File: src/rtl/rxd_pkg.sv
package rxd_pkg;

    typedef enum logic {
        DR_IDLE,
        DR_REQ
    } drain_st_e;

    typedef enum logic [1:0] {
        EI_ARMED,
        EI_FIRE,
        EI_SPENT
    } early_st_e;

    typedef enum logic {
        CF_OK,
        CF_BAD
    } cfg_st_e;

    typedef enum logic [1:0] {
        PK_IDLE,
        PK_RECV,
        PK_EXPOSED,
        PK_QUIET
    } pkt_st_e;

endpackage

File: src/rtl/rxd_thresh.sv
// Scales the threshold field to bytes, compares it with the FIFO level and
// the running packet length, and tracks the zero-field configuration error.
module rxd_thresh
    import rxd_pkg::*;
#(
    parameter int THR_W  = 6,
    parameter int CNT_W  = 12,
    parameter int LEN_W  = 16,
    parameter int UNIT_SH = 3
) (
    input  logic             clk,
    input  logic             rst_n,
    input  logic [THR_W-1:0] thr_units,
    input  logic [CNT_W-1:0] fifo_bytes,
    input  logic [LEN_W-1:0] pkt_len,
    output logic             thr_valid,
    output logic             fifo_hit,
    output logic             len_hit,
    output logic             cfg_err
);
    localparam int EFF_W = THR_W + UNIT_SH;
    localparam int CMP_W = EFF_W + CNT_W + LEN_W;

    logic [EFF_W-1:0] eff_bytes;
    logic [CMP_W-1:0] eff_ext;
    logic [CMP_W-1:0] fifo_ext;
    logic [CMP_W-1:0] len_ext;

    cfg_st_e cfg_q, cfg_d;

    always_comb begin
        eff_bytes = {thr_units, {UNIT_SH{1'b0}}};
        eff_ext   = CMP_W'(eff_bytes);
        fifo_ext  = CMP_W'(fifo_bytes);
        len_ext   = CMP_W'(pkt_len);
        thr_valid = (thr_units != '0);
        fifo_hit  = thr_valid && (fifo_ext >= eff_ext);
        len_hit   = thr_valid && (len_ext >= eff_ext);
    end

    // state register
    always_ff @(posedge clk) begin
        if (!rst_n) begin
            cfg_q <= CF_OK;
        end else begin
            cfg_q <= cfg_d;
        end
    end

    // next state
    always_comb begin
        cfg_d = cfg_q;
        unique case (cfg_q)
            CF_OK:   if (!thr_valid) cfg_d = CF_BAD;
            CF_BAD:  cfg_d = CF_BAD;
            default: cfg_d = CF_OK;
        endcase
    end

    // outputs
    always_comb begin
        cfg_err = (cfg_q == CF_BAD);
    end

endmodule

File: src/rtl/rxd_drain_fsm.sv
// Raises the drain request on either trigger and holds it until acknowledged.
module rxd_drain_fsm
    import rxd_pkg::*;
(
    input  logic clk,
    input  logic rst_n,
    input  logic fifo_hit,
    input  logic eop_present,
    input  logic drain_ack,
    output logic drain_req
);
    drain_st_e st_q, st_d;
    logic      trigger;

    always_comb begin
        trigger = fifo_hit || eop_present;
    end

    // state register
    always_ff @(posedge clk) begin
        if (!rst_n) begin
            st_q <= DR_IDLE;
        end else begin
            st_q <= st_d;
        end
    end

    // next state
    always_comb begin
        st_d = st_q;
        unique case (st_q)
            DR_IDLE: if (trigger)   st_d = DR_REQ;
            DR_REQ:  if (drain_ack) st_d = DR_IDLE;
            default: st_d = DR_IDLE;
        endcase
    end

    // outputs
    always_comb begin
        drain_req = (st_q == DR_REQ);
    end

endmodule

File: src/rtl/rxd_early_fsm.sv
// One early-receive pulse per packet, re-armed by each packet start.
module rxd_early_fsm
    import rxd_pkg::*;
(
    input  logic clk,
    input  logic rst_n,
    input  logic pkt_start,
    input  logic len_hit,
    output logic early_irq
);
    early_st_e st_q, st_d;

    // state register
    always_ff @(posedge clk) begin
        if (!rst_n) begin
            st_q <= EI_ARMED;
        end else begin
            st_q <= st_d;
        end
    end

    // next state: a packet start always wins and re-arms
    always_comb begin
        st_d = st_q;
        unique case (st_q)
            EI_ARMED: begin
                if (!pkt_start && len_hit) st_d = EI_FIRE;
            end
            EI_FIRE: begin
                st_d = pkt_start ? EI_ARMED : EI_SPENT;
            end
            EI_SPENT: begin
                if (pkt_start) st_d = EI_ARMED;
            end
            default: st_d = EI_ARMED;
        endcase
    end

    // outputs
    always_comb begin
        early_irq = (st_q == EI_FIRE);
    end

endmodule

File: src/rtl/rxd_verdict_fsm.sv
// Notices a filter reject that arrives after draining of the same,
// still incomplete, packet was accepted, and flags it for silent discard.
module rxd_verdict_fsm
    import rxd_pkg::*;
(
    input  logic clk,
    input  logic rst_n,
    input  logic pkt_start,
    input  logic pkt_end,
    input  logic drain_ack,
    input  logic filt_reject,
    output logic quiet_drop
);
    pkt_st_e st_q, st_d;

    // state register
    always_ff @(posedge clk) begin
        if (!rst_n) begin
            st_q <= PK_IDLE;
        end else begin
            st_q <= st_d;
        end
    end

    // next state: start > reject > acknowledge > end
    always_comb begin
        st_d = st_q;
        if (pkt_start) begin
            st_d = PK_RECV;
        end else begin
            unique case (st_q)
                PK_IDLE: st_d = PK_IDLE;
                PK_RECV: begin
                    if (filt_reject)    st_d = PK_IDLE;
                    else if (drain_ack) st_d = PK_EXPOSED;
                    else if (pkt_end)   st_d = PK_IDLE;
                end
                PK_EXPOSED: begin
                    if (filt_reject) st_d = PK_QUIET;
                end
                PK_QUIET: st_d = PK_IDLE;
                default:  st_d = PK_IDLE;
            endcase
        end
    end

    // outputs
    always_comb begin
        quiet_drop = (st_q == PK_QUIET);
    end

endmodule

File: src/rtl/rx_drain_ctrl.sv
// Receive FIFO drain threshold controller: top level.
module rx_drain_ctrl #(
    parameter int THR_W   = 6,
    parameter int CNT_W   = 12,
    parameter int LEN_W   = 16,
    parameter int UNIT_SH = 3
) (
    input  logic             clk,
    input  logic             rst_n,
    input  logic [THR_W-1:0] thr_units,
    input  logic [CNT_W-1:0] fifo_bytes,
    input  logic             eop_present,
    input  logic             pkt_start,
    input  logic             pkt_end,
    input  logic [LEN_W-1:0] pkt_len,
    input  logic             filt_reject,
    input  logic             drain_ack,
    output logic             drain_req,
    output logic             early_irq,
    output logic             quiet_drop,
    output logic             cfg_err
);
    logic thr_valid;
    logic fifo_hit;
    logic len_hit;

    rxd_thresh #(
        .THR_W  (THR_W),
        .CNT_W  (CNT_W),
        .LEN_W  (LEN_W),
        .UNIT_SH(UNIT_SH)
    ) u_thresh (
        .clk       (clk),
        .rst_n     (rst_n),
        .thr_units (thr_units),
        .fifo_bytes(fifo_bytes),
        .pkt_len   (pkt_len),
        .thr_valid (thr_valid),
        .fifo_hit  (fifo_hit),
        .len_hit   (len_hit),
        .cfg_err   (cfg_err)
    );

    rxd_drain_fsm u_drain (
        .clk        (clk),
        .rst_n      (rst_n),
        .fifo_hit   (fifo_hit),
        .eop_present(eop_present),
        .drain_ack  (drain_ack),
        .drain_req  (drain_req)
    );

    rxd_early_fsm u_early (
        .clk      (clk),
        .rst_n    (rst_n),
        .pkt_start(pkt_start),
        .len_hit  (len_hit),
        .early_irq(early_irq)
    );

    rxd_verdict_fsm u_verdict (
        .clk        (clk),
        .rst_n      (rst_n),
        .pkt_start  (pkt_start),
        .pkt_end    (pkt_end),
        .drain_ack  (drain_ack),
        .filt_reject(filt_reject),
        .quiet_drop (quiet_drop)
    );

endmodule

File: config.mk
export PLATFORM = sky130hd
export DESIGN_NAME = rx_drain_ctrl
export DESIGN_NICKNAME = d
export VERILOG_FILES = /design/src/rtl/rxd_pkg.sv /design/src/rtl/rxd_thresh.sv /design/src/rtl/rxd_drain_fsm.sv /design/src/rtl/rxd_early_fsm.sv /design/src/rtl/rxd_verdict_fsm.sv /design/src/rtl/rx_drain_ctrl.sv
export SDC_FILE = /design/constraint.sdc
export NUM_CORES = 1
export LEC_CHECK = 0
export BUFFER_PORTS_ARGS = -buffer_cell sky130_fd_sc_hd__buf_2
export CAP_MARGIN = 20
export CORE_AREA = 5 5 45 47
export CTS_BUF_LIST = sky130_fd_sc_hd__clkbuf_4
export DETAILED_ROUTE_END_ITERATION = 8
export DIE_AREA = 0 0 50 52
export PLACE_DENSITY = 0.76
export SYNTH_ARGS = -nofsm -noshare
export SYNTH_HDL_FRONTEND = slang
export SYNTH_HIERARCHICAL = 1
export SYNTH_SLANG_ARGS = --single-unit
File: constraint.sdc
create_clock -name clk -period 2.18 [get_ports clk]
set_input_delay 0.436 -clock clk [delete_from_list [all_inputs] [get_ports clk]]
set_output_delay 0.436 -clock clk [all_outputs]
set_load 0.02 [all_outputs]
# Word-level counts from Yosys, hierarchy flattened
# Cells that the tools add are included.
dict set report totals {
  reg_bits 6
  out_inout_bits 4
}
dict set report op_classes {
  order_cmp 2
  n_eq_ne 11
  mux 15
  n_bitwise 3
  reduce_logical 13
}
# cell n
set ops {}
lappend ops {{greater-or-equal comparator 16 x 9 -> 1 bit} 1}
lappend ops {{2-to-1 mux 2 bit} 7}
lappend ops {{greater-or-equal comparator 12 x 9 -> 1 bit} 1}
lappend ops {{one-hot mux 2 bit (3 select lines)} 2}
lappend ops {{equality test 2 bit (second input constant)} 3}
lappend ops {{AND reduction 2 bit} 3}
lappend ops {{nonzero test 6 bit} 1}
lappend ops {{inequality test 5 bit (second input constant)} 1}
lappend ops {{equality test 2 x 1 -> 1 bit (second input constant)} 2}
lappend ops {{logical NOT 2 bit} 2}
lappend ops {{2-to-1 mux 1 bit} 4}
lappend ops {{inequality test 2 bit (second input constant)} 2}
lappend ops {{inequality test 4 bit (second input constant)} 1}
lappend ops {{one-hot mux 1 bit (2 select lines)} 2}
lappend ops {{OR reduction 2 bit} 2}
lappend ops {{logical AND 1 bit} 3}
lappend ops {{inequality test 3 bit (second input constant)} 1}
lappend ops {{NOT 1 bit} 3}
lappend ops {{inequality test 2 x 1 -> 1 bit (second input constant)} 1}
lappend ops {{logical NOT 1 bit} 1}
lappend ops {{logical OR 1 bit} 1}

# Logic depth before layout (Yosys ltp)
# Gate-level depths: netlist (run 1).
dict set report logic_depth {
  ltp_word 5
  depth_mapped 7
}

# Cells and area by module
# The synthesis (run 1) kept the hierarchy.
# mod instances cells_each area_each_um2
set by_module_without_submodules {}
lappend by_module_without_submodules {rxd_thresh 1 43 356.6}
lappend by_module_without_submodules {rxd_verdict_fsm 1 11 115.1}
lappend by_module_without_submodules {rxd_early_fsm 1 7 87.6}
lappend by_module_without_submodules {rxd_drain_fsm 1 3 33.8}

# Worst setup path before layout (run 1)
# Ideal clock, no wire load.
dict set report synth_path {
  kind {input to register}
  startpoint {input port fifo_bytes[3]}
  endpoint {register u_drain.st_q (netlist: u_drain/drain_req)}
  arrival_ps 1684
  path_slack_ps 436
  path_stages 7
  n_path_buf 0
  path_cell_list {inv_1 -> ha_1 -> or4b_1 -> a31oi_1 -> o221ai_1 -> a21oi_1 -> o311a_1}
}
dict set report synth_via {
  elab_chain_cells 5
}
# item line_no
set synth_rtl {}
lappend synth_rtl {{start: declaration} rx_drain_ctrl.sv:11} ;# input logic [CNT_W-1:0] fifo_bytes,
lappend synth_rtl {{greater-or-equal comparator 12 x 9 -> 1 bit} rxd_thresh.sv:37} ;# fifo_hit = thr_valid && (fifo_ext >= eff_ext);
lappend synth_rtl {{logical AND 1 bit} rxd_thresh.sv:37}
lappend synth_rtl {{via fifo_hit} rx_drain_ctrl.sv:24} ;# logic fifo_hit;
lappend synth_rtl {{logical OR 1 bit} rxd_drain_fsm.sv:16} ;# trigger = fifo_hit || eop_present;
lappend synth_rtl {{2-to-1 mux 1 bit} rxd_drain_fsm.sv:32} ;# DR_IDLE: if (trigger) st_d = DR_REQ;
lappend synth_rtl {{one-hot mux 1 bit (2 select lines)} rxd_drain_fsm.sv:31} ;# unique case (st_q)
lappend synth_rtl {{end signal: assignment} rxd_drain_fsm.sv:24} ;# st_q <= st_d;
lappend synth_rtl {{end: declaration} rxd_drain_fsm.sv:12} ;# drain_st_e st_q, st_d;
# The timed path passes the listed nets, and every way through them passes these cells.
# A chain may end at the register's enable or synchronous reset.

# Final worst setup path (run 1)
dict set report layout_path {
  startpoint {input port thr_units[0]}
  endpoint {register u_early.st_q[0]}
}
dict set report layout_via {
  elab_chain_cells 5
}
# item line_no
set layout_rtl {}
lappend layout_rtl {{start: declaration} rx_drain_ctrl.sv:10} ;# input logic [THR_W-1:0] thr_units,
lappend layout_rtl {{greater-or-equal comparator 16 x 9 -> 1 bit or nonzero test 6 bit (tied branches)} {rxd_thresh.sv:38, rxd_thresh.sv:36}}
lappend layout_rtl {{logical AND 1 bit (*)} rxd_thresh.sv:38} ;# len_hit = thr_valid && (len_ext >= eff_ext);
lappend layout_rtl {{via len_hit} rx_drain_ctrl.sv:25} ;# logic len_hit;
lappend layout_rtl {{logical AND 1 bit (*)} rxd_early_fsm.sv:27} ;# if (!pkt_start && len_hit) st_d = EI_FIRE;
lappend layout_rtl {{inequality test 2 x 1 -> 1 bit (no line) (*)} -}
lappend layout_rtl {{AND reduction 2 bit (no line) (*)} -}
lappend layout_rtl {{end signal: assignment} rxd_early_fsm.sv:18} ;# st_q <= st_d;
lappend layout_rtl {{end: declaration} rxd_early_fsm.sv:11} ;# early_st_e st_q, st_d;
# Mark *: on every way through the listed nets, which the timed path passes. The rest lies on a longest branch.

==> metrics.txt, run 1 <==
WL final=about 1.6 mm; Leak=0.463 nW; MaxCap Viol Count=0; switching power=0.0913 mW; Yosys warning count=6; wire per inst=approximately 12 µm; combinational cell fraction of total power=31.8%; Synth Instances=63; Final period util=between 70% and 80%; Synthesized Nets=116; Post-Syn Area=slightly below 600 µm²; Slowest-stage cell, CP=or4b_1; WS Path Type=input pin to flop; Post-CTS Setup Inserts=0; vias per cell=approximately 5.0; Switching Share=approximately 28%; Tmin final=around 1.7 ns; Clock Root Buffer=clkbuf_4; total congestion overflow=0; WP data required=~2.3 ns; Vert. Die Dim=approximately 52 µm; CTS Buf Count=3; Crit Reg-Reg Startpoint=u_verdict/st_q[0]$_SDFFE_PN0P_; Die Area=2600 µm²; Starting DRT DRC Count=12; DRC=0; Avg Synthesized Cell Area=9.35 µm²; internal power=around 0.24 mW; part of the power in registers=between 30% and 40%; Cell Area, Placed=roughly 830 µm²; status=finished clean; layout cells sized above 1=~49%; die width=around 50 µm; Slew headroom=around 79%; Hold Path Origin=pkt_end; largest net degree at the start of global routing=8; pin slew with the least headroom to its limit=0.318 ns; Min-Delay Path Class=input pin to flop; clock skew=~0.0046 ns; GRT Util Overall=12.2%; Critical Path Source Type=input pin; r2r worst-path depth=3; Placement Setup Slack=0.210 ns; Clock Power Share=between 30% and 40%; final hold violations=0; vias=640; Core ar.=about 1600 µm²; worst r2r dst=u_verdict/st_q[0]$_SDFFE_PN0P_; CP Capture Type=flop; CTS tree=built; initial antenna violation count=0; crit path launch=thr_units[0]; CP max stage delay=between 0.4 and 0.5 ns; Critical Path AT=approximately 1.8 ns; vias in the first global route=about 670; Port Buf Inserts=44; post_cts resized=0; unrepaired setup endpoints after global routing=no; DRT Pass-1 Iters=4; hpwl dp=approximately 1.4 mm; Setup TNS=0 ns; final setup violation count=0; CTS H-tree lvls=1; Syn-to-layout area delta=44.8%; Worst Path Max Fanout=3; I/O pin cnt=45; first-pass GRT wire length=2.48 mm; PD cells=between 300 and 400 nW/µm²; crit path capture=u_early/st_q[0]$_SDFFE_PN0P_; Initial Utilization=around 37%; final slew viol count=0; diode count=0; row count=15; R2R Setup Slk=1.30 ns; Reg clk slew, reported paths=0.05 ns; Fmax achieved=approximately 590 MHz; post-route cell area=around 850 µm²; Max rail drop VDD=0.213 mV; fin worst setup slack=around 0.5 ns; CTS Hold Bufs=0; Nets=roughly 170; Placer Congestion=0.783; Sink Count=6; CP cell instances=buf_2 -> ha_1 -> or4b_1 -> a21boi_0 -> o31ai_1 -> a21oi_1 -> nor4b_2; clk_lat worst skew=approximately 0.24 ns; clock buffer depth=2; Routed Antenna Nets=0
-- state kept, by name (all words and copies together) (netlist names) --
register	flops
u_verdict/st_q	2
u_early/st_q	2
u_thresh/cfg_err	1
u_drain/drain_req	1
-- placed cells by master, fill, tap and decap left out --
cell type and instances:
dfxtp_1 6, nand2b_4 1, o311a_1 1, xnor2_1 1, nor4b_2 1, nand2_1 2
a211o_1 1, nor2_1 1, o21ai_0 1, a21boi_0 1, clkbuf_4 3, o221ai_1 1
o2111a_1 1, or4b_1 2, o31ai_2 1, and2_1 2, nor2b_4 1, nor2b_1 1
nor4_1 3, a31oi_1 3, inv_1 8, nor2_2 1, or4_1 1, a21o_1 1
ha_1 12, o31ai_1 1, a21oi_1 3, nand3_1 1, nor3b_2 1, buf_2 44
nor3_2 1, o21a_1 2
-- how the worst min path moves through the flow --
stage                                     endpoint  slack, ns  cells past startpoint
finish              u_verdict/st_q[0]$_SDFFE_PN0P_       0.38                      2
global route        u_verdict/st_q[1]$_SDFFE_PP0P_       0.38                      2
CTS                 u_verdict/st_q[1]$_SDFFE_PP0P_       0.37                      2
detailed placement    u_early/st_q[0]$_SDFFE_PN0P_       0.47                      1
global placement      u_early/st_q[0]$_SDFFE_PN0P_       0.46                      1
floorplan             u_early/st_q[0]$_SDFFE_PN0P_       0.45                      1
-- power by group through the flow --
stage / clock network [mW] / logic, mW / registers [mW]
after floorplan: 0 / 0.0487 / 0.124
after global placement: 0 / 0.101 / 0.122
after detailed placement: 0 / 0.106 / 0.122
after CTS: 0.110 / 0.106 / 0.120
after global routing: 0.108 / 0.118 / 0.120
final: 0.103 / 0.104 / 0.120
-- area by class of cell --
class	instances	area, µm²
Timing Repair Buffer	44	220
Fill cell	175	761
Multi-Input combinational cell	49	439
Tap cell	17	21.3
Inverter	8	30.0
Sequential cell	6	120
Clock buffer	3	22.5
-- worst max-delay path: cells and delay by family --
family	cells	cell delay (ns)
AOI/OAI and AO/OA	3	0.40
adders and majority gates	1	0.28
buffers and inverters	1	0.12
and+or+nand+nor	2	0.62
-- metal layers --
| metal | GRT usage, % | up-vias | share of wire [%] |
|---|---|---|---|
| li1 | - | 333 | - |
| met1 | 11.7 | 270 | 36 |
| met2 | 22.6 | 35 | 48 |
| met3 | 4.87 | 2 | 15 |
| met4 | 5.24 | 0 | 0.90 |
| met5 | 0 | - | 0 |
-- stage by stage --
| stage | util [%] | hold slack (ns) | power, mW | instances |
|---|---|---|---|---|
| finish | 52.9 | 0.382 | 0.327 | 127 |
| global route | 52.9 | 0.382 | 0.347 | 127 |
| CTS | 52.9 | 0.373 | 0.335 | 127 |
| detailed placement | 51.5 | 0.470 | 0.227 | 124 |
| global placement | 51.5 | 0.461 | 0.222 | 124 |
| floorplan | - | 0.448 | 0.172 | 63 |
Power figures use the tool's default switching activity.
==> run 2: changes to the inputs <==
clock period = 1.73 ns   (was 2.18 ns; I/O delays follow)
==> run 2 against run 1 <==
Die area stayed put. Critical endpoint unchanged. Via count is 1.9% higher. Largest cell class unchanged. Final area is 0.88% higher. Routed wire length is 9.1% higher. Flip-flop and latch count stayed put. Highest routed layer unchanged. Non-clock buffer count is 1 higher.
==> metrics.txt, run 2 (synthesized netlist as in run 1, its figures left out) <==
status=finished clean (unchanged); total congestion overflow=0 (unchanged); busiest layer in global routing=met2 (unchanged); clk_lat worst skew=0.24 ns (about the same); DP Cell Count=125 (was 124); Critical Path Source Type=input pin (unchanged); MaxCap Viol Count=0 (unchanged); wire per inst=13.3 µm (was 12.3 µm); clock skew=0.00481 ns (was 0.00461 ns); WS Path Type=input pin to flop (unchanged); CP cell instances=buf_2 -> ha_1 -> or4b_1 -> a21boi_1 -> o31ai_1 -> a21oi_1 -> nor4b_2 (was buf_2 -> ha_1 -> or4b_1 -> a21boi_0 -> o31ai_1 -> a21oi_1 -> nor4b_2); CTS tree=built (unchanged); Clock Root Buffer=clkbuf_4 (unchanged); WP data required=1.88 ns (was 2.33 ns); final slew viol count=0 (unchanged); Vert. Die Dim=52 µm (unchanged); fin cells=128 (was 127); clock buffer depth=2 (unchanged); initial antenna violation count=0 (unchanged); CP max stage delay=0.44 ns (was 0.43 ns); row count=15 (unchanged); I/O pin cnt=45 (unchanged); CTS Buf Count=3 (unchanged); diode count=0 (unchanged); Placement Setup Slack=-0.217 ns (was 0.210 ns); Die Area=2600 µm² (unchanged); vias=652 (was 640); met2 Usage GRT=25.7% (was 22.6%); vias in the first global route=690 (was 671); hold slack=0.289 ns (was 0.382 ns); Slew headroom=78.8% (was 78.6%); Slowest-stage cell, CP=or4b_1 (unchanged); met3 usage=7.74% (was 4.87%); pin slew with the least headroom to its limit=0.315 ns (was 0.318 ns); commonest non-fill, non-tap cells in the layout=buf_2, ha_1, inv_1 (unchanged); Leak=0.469 nW (was 0.463 nW); CTS H-tree lvls=1 (unchanged); Tmin final=roughly 1.6 ns; final hold violations=0 (unchanged); commonest non-fill, non-tap cell in the layout=buf_2 (unchanged); Placer Congestion=0.762 (was 0.783); Final period util=between 90% and 100%; Starting DRT DRC Count=1 (was 12); hpwl dp=1.56 mm (was 1.41 mm); largest net degree at the start of global routing=8 (unchanged); die width=50 µm (unchanged); Port Buf Inserts=44 (unchanged); Critical Path AT=1.79 ns (was 1.84 ns); Sink Count=6 (unchanged); GRT met1 Usage=11.5% (was 11.7%); fin worst setup slack=0.0947 ns (was 0.491 ns); Max rail drop VDD=0.263 mV (was 0.213 mV); WL final=1.70 mm (was 1.56 mm); Core ar.=1610 µm² (unchanged); Nets=166 (was 165); vias per cell=5.09 (was 5.04); Routed Antenna Nets=0 (unchanged); largest registers=u_early/st_q (2), u_verdict/st_q (2) (unchanged); Setup TNS=0 ns (unchanged); Syn-to-layout area delta=46.1% (was 44.8%); final setup violation count=0 (unchanged); PD cells=480 nW/µm² (was 383 nW/µm²); Initial Utilization=36.5% (unchanged); DRC=0 (unchanged); Min-Delay Path Class=input pin to flop (unchanged); DRT Pass-1 Iters=2 (was 4); Fmax achieved=611 MHz; first-pass GRT wire length=2.72 mm (was 2.48 mm); Worst Path Max Fanout=3 (unchanged); Reg clk slew, reported paths=0.05 ns (about the same); GRT Util Overall=13.6% (was 12.2%); CP Capture Type=flop (unchanged); unrepaired setup endpoints after global routing=no (unchanged); fillers=163 (was 175); layout cells sized above 1=49.5% (was 49.1%)
[run 2: layer usage]
layer	up-vias	routed length, µm
li1	335	-
met5	-	0
met1	278	574
met4	0	17
met2	36	874
met3	3	232
[run 2: path summary, 6_finish.rpt]
kind / start / to / slack (ns) / cells past startpoint
worst max-delay path: thr_units[0] / u_early/st_q[0]$_SDFFE_PN0P_ / 0.09 / 7
worst min-delay path: pkt_end / u_verdict/st_q[0]$_SDFFE_PN0P_ / 0.29 / 2
worst max register to register: u_verdict/st_q[0]$_SDFFE_PN0P_ / u_verdict/st_q[0]$_SDFFE_PN0P_ / 0.86 / 3
worst min register to register: u_thresh/cfg_err$_SDFF_PN0_ / u_thresh/cfg_err$_SDFF_PN0_ / 0.47 / 1
[run 2: per-stage QoR]
step	util (%)	power [mW]	area [µm²]
after floorplan	-	0.217	589
after global placement	51.9	0.281	838
after detailed placement	51.9	0.290	838
after CTS	53.3	0.420	861
after global routing	53.3	0.454	861
final	53.3	0.413	861
[run 2: where the power goes]
group | switching, mW | internal, mW | leakage (nW)
logic | 0.0606 | 0.0742 | 0.405
registers | 0.00637 | 0.145 | 0.0493
clock network | 0.0485 | 0.0783 | 0.0138
[run 2: repair_timing]
item	in CTS	in global routing
buffers inserted	0	0
hold buffers	0	0
setup endpoints to repair	0	1
hold endpoints to repair	0	0
resized for setup	0	1
[run 2: area by class of cell]
type | instances | area [µm²] | area share, %
Inverter | 8 | 30.0 | 3.49
Tap cell | 17 | 21.3 | 2.47
Sequential cell | 6 | 120 | 14.0
Multi-Input combinational cell | 49 | 439 | 51.0
Timing Repair Buffer | 45 | 228 | 26.5
Clock buffer | 3 | 22.5 | 2.62
[run 2: critical path: cells and delay by family]
family / cells / cell delay [ns]
AOI/OAI and AO/OA: 3 / 0.40
and+or+nand+nor: 2 / 0.64
adders and majority gates: 1 / 0.28
buffers and inverters: 1 / 0.12
==> run 3: changes to the inputs <==
RECOVER_POWER = 50   (was unset)
==> run 3 against run 2 <==
Count of clock-buffer cells in the layout is the same. Setup slack is the same. Clock skew is essentially flat. Register-to-register slack is essentially flat. Worst hold slack is essentially flat. Via count is the same. Flip-flop and latch count is the same. Sequential share of layout area is essentially flat.
==> metrics.txt, run 3 (synthesized netlist as in run 1, its figures left out) <==
largest net degree at the start of global routing=8 (unchanged); Cell Area, Placed=838 µm² (unchanged); Die Area=2600 µm² (unchanged); Setup TNS=0 ns (unchanged); hpwl dp=1.56 mm (unchanged); Placer Congestion=0.762 (unchanged); power consumption=0.413 mW (about the same); Worst Path Max Fanout=3 (unchanged); vias in the first global route=690 (unchanged); R2R Setup Slk=0.86 ns (about the same); final setup violation count=0 (unchanged); Syn-to-layout area delta=45.6% (was 46.1%); WS Path Type=input pin to flop (unchanged); Routed Antenna Nets=0 (unchanged); MaxCap Viol Count=0 (unchanged); unrepaired setup endpoints after global routing=no (unchanged); Tmin final=1.64 ns (unchanged); Placement Setup Slack=-0.217 ns (unchanged); CTS tree=built (unchanged); Initial Utilization=36.5% (unchanged); total congestion overflow=0 (unchanged); DP Cell Count=125 (unchanged); Core Util, Final=53.2% (was 53.3%); Hold Path Origin=pkt_end (unchanged); DRT Pass-1 Iters=2 (unchanged); clock skew=0.00466 ns (was 0.00481 ns); post-route cell area=858 µm² (was 861 µm²); Post-CTS Setup Inserts=0 (unchanged); diode count=0 (unchanged); row count=15 (unchanged); largest registers=u_early/st_q (2), u_verdict/st_q (2) (unchanged); clk_lat worst skew=0.24 ns (about the same); Core ar.=1610 µm² (unchanged); die width=50 µm (unchanged); Sink Count=6 (unchanged); I/O pin cnt=45 (unchanged); Min-Delay Path Class=input pin to flop (unchanged); final slew viol count=0 (unchanged); WL final=1.70 mm (about the same); WP data required=1.88 ns (about the same); Critical Path AT=1.79 ns (about the same); wire per inst=13.2 µm (was 13.3 µm); fin worst setup slack=0.0947 ns (unchanged); layout cells sized above 1=47.7% (was 49.5%); Final period util=94.5% (unchanged); Fmax achieved=611 MHz (unchanged); Reg clk slew, reported paths=0.05 ns (about the same); commonest non-fill, non-tap cells in the layout=buf_2, ha_1, inv_1 (unchanged); Max rail drop VDD=0.263 mV (about the same); pin slew with the least headroom to its limit=0.315 ns (unchanged); vias per cell=5.09 (unchanged); Clock Root Buffer=clkbuf_4 (unchanged); first-pass GRT wire length=2.72 mm (unchanged); DRC=0 (unchanged); Starting DRT DRC Count=1 (unchanged); Hold Path Sink=u_verdict/st_q[0]$_SDFFE_PN0P_ (unchanged); Port Buf Inserts=44 (unchanged); Crit Reg-Reg Startpoint=u_verdict/st_q[0]$_SDFFE_PN0P_ (unchanged); hold path depth=2 (unchanged); clock buffer depth=2 (unchanged); worst r2r dst=u_verdict/st_q[0]$_SDFFE_PN0P_ (unchanged); initial antenna violation count=0 (unchanged); PD cells=481 nW/µm² (was 480 nW/µm²); CTS Buf Count=3 (unchanged); GRT Util Overall=13.6% (unchanged); hold slack=0.289 ns (about the same); status=finished clean (unchanged); Critical Path Source Type=input pin (unchanged); Slew headroom=78.8% (unchanged); r2r worst-path depth=3 (unchanged); commonest non-fill, non-tap cell in the layout=buf_2 (unchanged); Nets=166 (unchanged); final hold violations=0 (unchanged); vias=652 (unchanged); CTS H-tree lvls=1 (unchanged); Vert. Die Dim=52 µm (unchanged); Leak=0.461 nW (was 0.469 nW); fillers=165 (was 163); fin cells=128 (unchanged); CP Capture Type=flop (unchanged)
[run 3: cell types whose count changed in the layout (fill, tap and decap cells not counted)]
cell and change:
buf_2 -2, clkbuf_1 +2
[run 3: worst max-delay path: stages]
cell      delay, ns
buf_2          0.12
ha_1           0.28
or4b_1         0.44
a21boi_1       0.16
o31ai_1        0.08
a21oi_1        0.16
nor4b_2        0.20
[run 3: per-layer routing]
| metal | track usage (%) | vias to the layer above | wire (µm) |
|---|---|---|---|
| met2 | 25.7 | 36 | 874 |
| met4 | 5.24 | 0 | 17 |
| met5 | 0 | - | 0 |
| li1 | - | 335 | - |
| met3 | 7.74 | 3 | 232 |
| met1 | 11.5 | 278 | 572 |
[run 3: worst max-delay path by stage]
stage                        startpoint                            to  cells after the start
final                      thr_units[0]  u_early/st_q[0]$_SDFFE_PN0P_                      7
after global placement     thr_units[0]  u_early/st_q[0]$_SDFFE_PN0P_                      7
after CTS                  thr_units[0]  u_early/st_q[0]$_SDFFE_PN0P_                      7
after global routing       thr_units[0]  u_early/st_q[0]$_SDFFE_PN0P_                      7
after floorplan           fifo_bytes[3]  u_drain/drain_req$_SDFF_PN0_                      7
after detailed placement   thr_units[0]  u_early/st_q[0]$_SDFFE_PN0P_                      7
[run 3: report_power, final]
part	internal (mW)	leakage, nW	total [mW]	switching (mW)
Sequential	0.145	0.0493	0.152	0.00640
Clock	0.0783	0.0138	0.127	0.0484
Combinational	0.0736	0.398	0.134	0.0606
[run 3: what timing repair did]
item,CTS,global route
endpoints found under the setup margin,0,1
endpoints found under the hold margin,0,0
gates resized for setup,0,1
hold buffers,0,0
[run 3: final cells by class]
| cell class | instances | area (µm²) | area share, % |
|---|---|---|---|
| Inverter | 8 | 30.0 | 3.50 |
| Multi-Input combinational cell | 49 | 439 | 51.2 |
| Tap cell | 17 | 21.3 | 2.48 |
| Timing Repair Buffer | 45 | 225 | 26.2 |
| Clock buffer | 3 | 22.5 | 2.62 |
| Sequential cell | 6 | 120 | 14.0 |
